--- config.mk ---
export PLATFORM = sky130hd
export DESIGN_NAME = pkt_load_engine
export DESIGN_NICKNAME = d
export VERILOG_FILES = /design/src/rtl/pl_pkg.sv /design/src/rtl/pl_timer.sv /design/src/rtl/pl_buffer.sv /design/src/rtl/pl_window.sv /design/src/rtl/pkt_load_engine.sv
export SDC_FILE = /design/constraint.sdc
export NUM_CORES = 2
export LEC_CHECK = 0
export ABC_AREA = 1
export BUFFER_PORTS_ARGS = -buffer_cell sky130_fd_sc_hd__buf_2
export CORE_MARGIN = 2
export CORE_UTILIZATION = 60
export DETAILED_ROUTE_END_ITERATION = 6
export GPL_TIMING_DRIVEN = 1
export PLACE_DENSITY = 0.77
export SYNTH_ARGS = -nofsm -noshare
export SYNTH_HDL_FRONTEND = slang
export SYNTH_SLANG_ARGS = --single-unit
--- constraint.sdc ---
create_clock -name clk -period 4.89 [get_ports clk]
set_input_delay 0.7335 -clock clk [delete_from_list [all_inputs] [get_ports clk]]
set_output_delay 0.7335 -clock clk [all_outputs]
set_load 0.02 [all_outputs]
--- src/rtl/pl_pkg.sv ---
// Shared constants and types for the packet loader engine.
// Assumes 8-bit protocol bytes and 256-byte packet slots.
package pl_pkg;
    localparam int PKT_SHIFT = 8;                 // log2 of packet slot size
    localparam int IDX_W     = 24;                // packet index width
    localparam int MA_W      = IDX_W + PKT_SHIFT; // memory address width
    localparam logic [7:0] REPLY_ACK  = 8'h79;
    localparam logic [7:0] REPLY_NACK = 8'h1F;

    typedef enum logic [3:0] {
        S_IDLE, S_HDR, S_HCK, S_LEN, S_DATA, S_DCK, S_WRITE, S_SADR, S_SCK
    } pl_state_t;

    // True for the operation codes that may be accepted.
    function automatic logic op_allowed(input logic [7:0] op);
        return (op == 8'h00) || (op == 8'hF2) || (op == 8'hF4);
    endfunction
endpackage

--- src/rtl/pl_timer.sv ---
// Byte wait timer. Counts cycles spent waiting with no byte and flags
// expiry on the last cycle of the window when no byte arrives then.
// Assumes TMO_CYC >= 2.
module pl_timer #(
    parameter int TMO_CYC = 100000
) (
    input  logic clk,
    input  logic rst_n,
    input  logic waiting,
    input  logic rx_valid,
    output logic expire
);
    localparam int CW = $clog2(TMO_CYC + 1);
    logic [CW-1:0] cnt_q;

    // Restart on every byte and outside waiting states, else count up.
    always_ff @(posedge clk) begin
        if (!rst_n || !waiting || rx_valid || expire) cnt_q <= '0;
        else                                          cnt_q <= cnt_q + 1'b1;
    end

    assign expire = waiting && !rx_valid && (cnt_q == CW'(TMO_CYC - 1));

    AST_TMR_BOUND: assert property (@(posedge clk) disable iff (!rst_n)
        cnt_q < CW'(TMO_CYC));
endmodule

--- src/rtl/pl_buffer.sv ---
// Packet staging buffer: one write port and one combinational read port.
// Assumes writer and reader never use it in the same cycle.
module pl_buffer #(
    parameter int DEPTH = 256,
    parameter int DW    = 8
) (
    input  logic                     clk,
    input  logic                     we,
    input  logic [$clog2(DEPTH)-1:0] waddr,
    input  logic [DW-1:0]            wdata,
    input  logic [$clog2(DEPTH)-1:0] raddr,
    output logic [DW-1:0]            rdata
);
    logic [DW-1:0] mem_q [DEPTH];

    // Store one staged byte.
    always_ff @(posedge clk) begin
        if (we) mem_q[waddr] <= wdata;
    end

    assign rdata = mem_q[raddr];
endmodule

--- src/rtl/pl_window.sv ---
// Start address classifier: finalise marker and inclusive window test.
// Assumes LO <= HI.
module pl_window #(
    parameter logic [31:0] LO = 32'h1000_0000,
    parameter logic [31:0] HI = 32'h1FFF_FFFF
) (
    input  logic [31:0] addr,
    output logic        is_final,
    output logic        in_win
);
    // Pure compare, no state.
    always_comb begin
        is_final = &addr;
        in_win   = (addr >= LO) && (addr <= HI);
    end
endmodule

--- src/rtl/pkt_load_engine.sv ---
// Packet loader engine. It parses download and start payloads from the
// shared byte stream, stages the data bytes, commits them after the check
// byte matches, and classifies start addresses.
// Assumes go pulses come from the command responder only while it is idle.
module pkt_load_engine #(
    parameter int          TMO_CYC = 100000,
    parameter logic [31:0] WIN_LO  = 32'h1000_0000,
    parameter logic [31:0] WIN_HI  = 32'h1FFF_FFFF
) (
    input  logic        clk,
    input  logic        rst_n,
    input  logic        go_dl,
    input  logic        go_st,
    input  logic        rx_valid,
    input  logic [7:0]  rx_data,
    output logic        tx_valid,
    output logic [7:0]  tx_data,
    output logic        done,
    output logic        mem_we,
    output logic [31:0] mem_addr,
    output logic [7:0]  mem_wdata,
    output logic        mem_special,
    output logic        fin_pulse,
    output logic        jump_req,
    output logic [31:0] jump_addr
);
    import pl_pkg::*;
    localparam int BUF_DEPTH = 1 << PKT_SHIFT;

    pl_state_t            state_q;
    logic [1:0]           cnt_q;
    logic [31:0]          shift_q;   // header or start address
    logic [7:0]           xor_q;
    logic [7:0]           len_q;
    logic [PKT_SHIFT-1:0] idx_q;
    logic                 waiting, expire, is_final, in_win;
    logic                 buf_we;
    logic [7:0]           rx_sum;

    assign waiting = (state_q != S_IDLE) && (state_q != S_WRITE);
    assign rx_sum  = xor_q ^ rx_data;
    assign buf_we  = (state_q == S_DATA) && rx_valid;

    pl_timer #(.TMO_CYC(TMO_CYC)) u_timer (
        .clk(clk), .rst_n(rst_n), .waiting(waiting),
        .rx_valid(rx_valid), .expire(expire)
    );

    pl_buffer #(.DEPTH(BUF_DEPTH), .DW(8)) u_buf (
        .clk(clk), .we(buf_we), .waddr(idx_q), .wdata(rx_data),
        .raddr(idx_q), .rdata(mem_wdata)
    );

    pl_window #(.LO(WIN_LO), .HI(WIN_HI)) u_win (
        .addr(shift_q), .is_final(is_final), .in_win(in_win)
    );

    // Write port driven straight from the commit state.
    assign mem_we      = (state_q == S_WRITE);
    assign mem_addr    = MA_W'({shift_q[IDX_W-1:0], idx_q});
    assign mem_special = (shift_q[31:24] != 8'h00);
    assign jump_addr   = shift_q;

    // Session sequencer: byte collection, checks, commit and reply.
    always_ff @(posedge clk) begin
        if (!rst_n) begin
            state_q   <= S_IDLE;
            cnt_q     <= '0;
            shift_q   <= '0;
            xor_q     <= '0;
            len_q     <= '0;
            idx_q     <= '0;
            tx_valid  <= 1'b0;
            tx_data   <= '0;
            done      <= 1'b0;
            fin_pulse <= 1'b0;
            jump_req  <= 1'b0;
        end else begin
            tx_valid  <= 1'b0;
            done      <= 1'b0;
            fin_pulse <= 1'b0;
            jump_req  <= 1'b0;
            if (expire) begin
                state_q <= S_IDLE;
                done    <= 1'b1;
            end else begin
                case (state_q)
                    S_IDLE: begin
                        cnt_q <= '0;
                        xor_q <= '0;
                        if (go_dl)      state_q <= S_HDR;
                        else if (go_st) state_q <= S_SADR;
                    end
                    S_HDR, S_SADR: if (rx_valid) begin
                        shift_q <= {shift_q[23:0], rx_data};
                        xor_q   <= rx_sum;
                        cnt_q   <= cnt_q + 1'b1;
                        if (cnt_q == 2'd3)
                            state_q <= (state_q == S_HDR) ? S_HCK : S_SCK;
                    end
                    S_HCK: if (rx_valid) begin
                        tx_valid <= 1'b1;
                        if (rx_sum == 8'h00 && op_allowed(shift_q[31:24])) begin
                            tx_data <= REPLY_ACK;
                            state_q <= S_LEN;
                        end else begin
                            tx_data <= REPLY_NACK;
                            done    <= 1'b1;
                            state_q <= S_IDLE;
                        end
                    end
                    S_LEN: if (rx_valid) begin
                        len_q   <= rx_data;
                        xor_q   <= rx_data;
                        idx_q   <= '0;
                        state_q <= S_DATA;
                    end
                    S_DATA: if (rx_valid) begin
                        xor_q <= rx_sum;
                        if (idx_q == len_q[PKT_SHIFT-1:0]) state_q <= S_DCK;
                        else                               idx_q   <= idx_q + 1'b1;
                    end
                    S_DCK: if (rx_valid) begin
                        idx_q <= '0;
                        if (rx_sum == 8'h00) begin
                            state_q <= S_WRITE;
                        end else begin
                            tx_valid <= 1'b1;
                            tx_data  <= REPLY_NACK;
                            done     <= 1'b1;
                            state_q  <= S_IDLE;
                        end
                    end
                    S_WRITE: begin
                        if (idx_q == len_q[PKT_SHIFT-1:0]) begin
                            tx_valid <= 1'b1;
                            tx_data  <= REPLY_ACK;
                            done     <= 1'b1;
                            state_q  <= S_IDLE;
                        end else begin
                            idx_q <= idx_q + 1'b1;
                        end
                    end
                    S_SCK: if (rx_valid) begin
                        tx_valid <= 1'b1;
                        done     <= 1'b1;
                        state_q  <= S_IDLE;
                        if (rx_sum != 8'h00) begin
                            tx_data <= REPLY_NACK;
                        end else if (is_final) begin
                            tx_data   <= REPLY_ACK;
                            fin_pulse <= 1'b1;
                        end else if (in_win) begin
                            tx_data  <= REPLY_ACK;
                            jump_req <= 1'b1;
                        end else begin
                            tx_data <= REPLY_NACK;
                        end
                    end
                    default: state_q <= S_IDLE;
                endcase
            end
        end
    end

    AST_REPLY_CODE: assert property (@(posedge clk) disable iff (!rst_n)
        tx_valid |-> (tx_data == REPLY_ACK || tx_data == REPLY_NACK));
    AST_WR_ASCEND: assert property (@(posedge clk) disable iff (!rst_n)
        (mem_we && $past(mem_we)) |-> (mem_addr == $past(mem_addr) + 32'd1));
    AST_DONE_NO_WR: assert property (@(posedge clk) disable iff (!rst_n)
        done |-> !mem_we);
    AST_FIN_JUMP_EXCL: assert property (@(posedge clk) disable iff (!rst_n)
        !(fin_pulse && jump_req));
    AST_JUMP_IN_WIN: assert property (@(posedge clk) disable iff (!rst_n)
        jump_req |-> (jump_addr >= WIN_LO && jump_addr <= WIN_HI && tx_data == REPLY_ACK));
    AST_REPLY_ENDS: assert property (@(posedge clk) disable iff (!rst_n)
        (tx_valid && tx_data == REPLY_NACK) |-> done);
endmodule

==> flow_metrics.env <==
export IMPL_area_growth_pct=9.246
export IMPL_synth_seq_area_share_pct=72.27
export IMPL_fraction_of_power_consumed_by_combinational_cells_pct=9.0
export IMPL_clkPwrFrac_pct=38.5
export IMPL_post_route_drc_count=17
export IMPL_htree_levels=4
export IMPL_post_synth_inst_count=7584
export IMPL_num_fill_cells=10190
export IMPL_num_vias=60540
export IMPL_placement_cell_area_sq_um=89490
export IMPL_grt_pass1_wl_mm=349.7
export IMPL_report_final_setup_viol=0
export IMPL_synth_top_flop_cell="sky130_fd_sc_hd__edfxtp_1"
export IMPL_worst_pin_slew_ns=1.306
export IMPL_stdcell_count=9575
export IMPL_timing_fmax_ghz=0.2079
export IMPL_yosysUniqueCellTypes=44
export IMPL_synthArstFlopShare_pct=0
export IMPL_tritoncts_num_buffers=203
export IMPL_crit_arrival_ns=4.08
export IMPL_final_antenna_net_count=0
export IMPL_clk_pin_slew_ns=0.06
export IMPL_yosys_warnings=0
export IMPL_layout_setup_ws_ns=0.07886
export IMPL_total_congestion_overflow=0
export IMPL_ios=99
export IMPL_grt_use_total_pct=31.24
export IMPL_worst_r2r_setup_slack_ns=1.33
export IMPL_nets=7510
export IMPL_routed_wirelength_mm=235.1
export IMPL_worstSetupStartpointType="flop"
export IMPL_die_w_um=386.3
export IMPL_power_leakage_nw=33.32
export IMPL_fp_coreArea_sq_um=145400
export IMPL_viasPerCell=6.323
export IMPL_post_layout_total_power_mw=38.76
export IMPL_post_synth_instance_area_sq_um=87700
export IMPL_die_y_um=386.3
export IMPL_post_route_cell_area_sq_um=95810
export IMPL_run_status="complete, but fails checks"
export IMPL_seq_power_share_pct=52.5
export IMPL_place_detailed_hpwl_mm=128.0
export IMPL_tritoncts="built"
export IMPL_drt_first_pass_iters=7
export IMPL_initial_utilization_pct=60.32
export IMPL_p_per_area_nw_per_um2=404.5
export IMPL_route_detailed_wl_per_inst_um=24.55
export IMPL_sw_frac_of_total_pct=24.25
export IMPL_grt_setup_unrepaired="true"
export IMPL_final_min_clock_period_ns=4.811
export IMPL_p_sw_mw=9.398
export IMPL_clock_skew_ns=0.02965
export IMPL_ctsHoldBuffers=0
export IMPL_final_setup_tns_ns=0
export IMPL_initialDrtViolationCount=8953
export IMPL_num_rows=140
export IMPL_layout_worst_path_cycle_share_pct=98.39
export IMPL_placed_cells_incl_taps=9193
export IMPL_grt_start_max_net_pins=179
export IMPL_cts_root_buffer_cell="sky130_fd_sc_hd__clkbuf_16"
export IMPL_ff_latch_count_synth=2142
export IMPL_layout_drive_gt1_share_pct=7.424
export IMPL_cp_max_fo=63
export IMPL_place_port_buffers=97
export IMPL_hold_path_startpoint="rx_data[0]"
export IMPL_synth_edff_count=2048
export IMPL_violations="design-rule violations"
export IMPL_grt_pass1_vias=58380
export IMPL_r2r_start="state_q[1]"
export IMPL_grt_antenna_before_repair=9
export IMPL_drv_slew=0
export IMPL_synthesized_nets=7603
export IMPL_syn_area_per_cell_sq_um=11.56
export IMPL_criticalPathCategory="flop to output port"
export IMPL_maximum_buffer_depth_of_the_clock_tree=3
export IMPL_timing_max_cap_violations=0
export IMPL_ir_drop_uv=365.3
export IMPL_clock_sinks=2142
export IMPL_timing_critical_path_required_ns=4.16
export IMPL_dp_slack_ns=0.8339
export IMPL_timing_max_slew_rel_slack_pct=12.62
export IMPL_insertion_delay_ns=0.85
export IMPL_timing_critical_path_to_type="output port"
export IMPL_design_die_area_sq_um=149200
export IMPL_final_hold_viol_count=0
export IMPL_timing_hold_worst_class="input pin to flop"
export IMPL_gp_routability_congestion=0.8885
export IMPL_p_int_mw=29.36
per-layer routing:
| metal | GRT usage (%) | up-vias | share of wire [%] |
|---|---|---|---|
| met1 | 42.22 | 28990 | 36 |
| met3 | 7.704 | 691 | 13 |
| met2 | 47.96 | 4299 | 46 |
| met4 | 14.99 | 8 | 4.7 |
| met5 | 0.3249 | - | 0.021 |
| li1 | - | 26560 | - |
path summary, 6_finish.rpt:
| kind | end | cells past startpoint |
|---|---|---|
| setup / recovery | mem_wdata[7] | 12 |
| hold reg to reg | cnt_q[1] | 2 |
| setup reg to reg | u_buf.mem_q[36][2] | 7 |
| hold / removal | u_buf.mem_q[52][0] | 1 |
kinds of logic (layout without fill, tap and decap cells):
group | after synthesis | in the layout | share of synthesized area [%]
simple gates | 4700 | 4700 | 23.37
compound gates | 103 | 103 | 0.6334
buf+inv | 613 | 680 | 3.450
flops | 2142 | 2142 | 72.27
fa+ha+maj | 6 | 6 | 0.08560
other cells | 1 | 8 | 0.004276
xor+xnor | 19 | 19 | 0.1897
synth_stat cells, drive strengths merged, types with 8 or more instances:
library cell / instances / area [sq um]
a22oi: 8 / 60.06
inv: 81 / 306.5
a21oi: 34 / 170.2
nand4: 11 / 68.82
o21ai: 57 / 296.5
clkbuf: 100 / 380.4
dfxtp: 94 / 1882
edfxtp: 2048 / 61500
nand2: 2218 / 8401
nor2: 381 / 1478
xor2: 14 / 122.6
nand3: 2054 / 10300
nor3: 22 / 160.2
buf: 431 / 2335
critical path, stage by stage (launching register included):
cell and delay, ns:
sky130_fd_sc_hd__dfxtp_4 0.49, sky130_fd_sc_hd__inv_8 0.42, sky130_fd_sc_hd__buf_4 0.45, sky130_fd_sc_hd__nand3_1 0.12, sky130_fd_sc_hd__nand3_1 0.14, sky130_fd_sc_hd__nand3_1 0.16, sky130_fd_sc_hd__nand3_1 0.18, sky130_fd_sc_hd__nand3_1 0.26
sky130_fd_sc_hd__nand3_1 0.26, sky130_fd_sc_hd__nand2_1 0.15, sky130_fd_sc_hd__nand2_1 0.19, sky130_fd_sc_hd__nand2_1 0.16, sky130_fd_sc_hd__buf_2 0.19
power by group through the flow:
stage | logic (mW) | clock network, mW | registers, mW
4_1_cts | 3.40 | 14.9 | 20.4
2_1_floorplan | 2.20 | 0 | 20.8
3_3_place_gp | 3.30 | 0 | 20.7
6_report | 3.50 | 14.9 | 20.4
5_1_grt | 3.80 | 15.6 | 20.4
3_5_place_dp | 3.37 | 0 | 20.7
cell type report:
type	instances	area, sq um	area share (%)
clock inverters	104	804.5	0.8397
multi-input cells	4829	21310	22.24
well taps	1917	2399	2.503
clock buffers	261	5360	5.594
inverters	82	351.6	0.3670
repair inverters	2	20.02	0.02089
diodes	7	17.52	0.01828
flip-flops and latches	2142	63400	66.17
repair buffers	231	2155	2.249
registers in the layout, indices dropped and copies added, names as in the netlist, 2 cells and up, named ones only:
name           cells
idx_q              8
u_timer.cnt_q     17
jump_addr         32
len_q              8
xor_q              8
u_buf.mem_q     2048
state_q            4
cnt_q              2
tx_data            3
stage by stage:
step	hold WS [ns]	utilization, %
floorplan	0.4175	-
global placement	0.4258	61.56
detailed placement	0.4565	61.56
CTS	0.2612	65.80
global route	0.2730	65.89
finish	0.3035	65.90
timing repair:
item                       in CTS  in global routing
cloned                          1                  2
setup endpoints to repair       5                  7
buffers inserted                0                  7
resized for setup               0                  3
layout by cell type, fill, tap and decap left out, types with 6 or more instances in the layout:
cell type / Yosys / routed
sky130_fd_sc_hd__nand2_1: 2198 / 2194
sky130_fd_sc_hd__nand3_1: 2052 / 2052
sky130_fd_sc_hd__edfxtp_1: 2048 / 2048
sky130_fd_sc_hd__nor2_1: 372 / 372
sky130_fd_sc_hd__clkbuf_16: 0 / 206
sky130_fd_sc_hd__buf_2: 303 / 89
sky130_fd_sc_hd__dfxtp_1: 94 / 88
sky130_fd_sc_hd__buf_4: 76 / 87
sky130_fd_sc_hd__inv_1: 68 / 66
sky130_fd_sc_hd__clkbuf_1: 98 / 54
sky130_fd_sc_hd__o21ai_0: 50 / 50
sky130_fd_sc_hd__clkinv_1: 1 / 46
sky130_fd_sc_hd__buf_12: 0 / 43
sky130_fd_sc_hd__a21oi_1: 34 / 34
sky130_fd_sc_hd__clkinv_2: 0 / 33
sky130_fd_sc_hd__nand2_2: 15 / 19
sky130_fd_sc_hd__nor3_1: 17 / 17
sky130_fd_sc_hd__xor2_1: 14 / 14
sky130_fd_sc_hd__inv_2: 12 / 11
sky130_fd_sc_hd__nand4_1: 11 / 11
sky130_fd_sc_hd__bufinv_16: 0 / 10
sky130_fd_sc_hd__a22oi_1: 8 / 8
sky130_fd_sc_hd__buf_8: 0 / 8
sky130_fd_sc_hd__diode_2: 0 / 7
sky130_fd_sc_hd__ha_1: 6 / 6
sky130_fd_sc_hd__clkinvlp_4: 0 / 6
(Power assumes the default switching activity.)
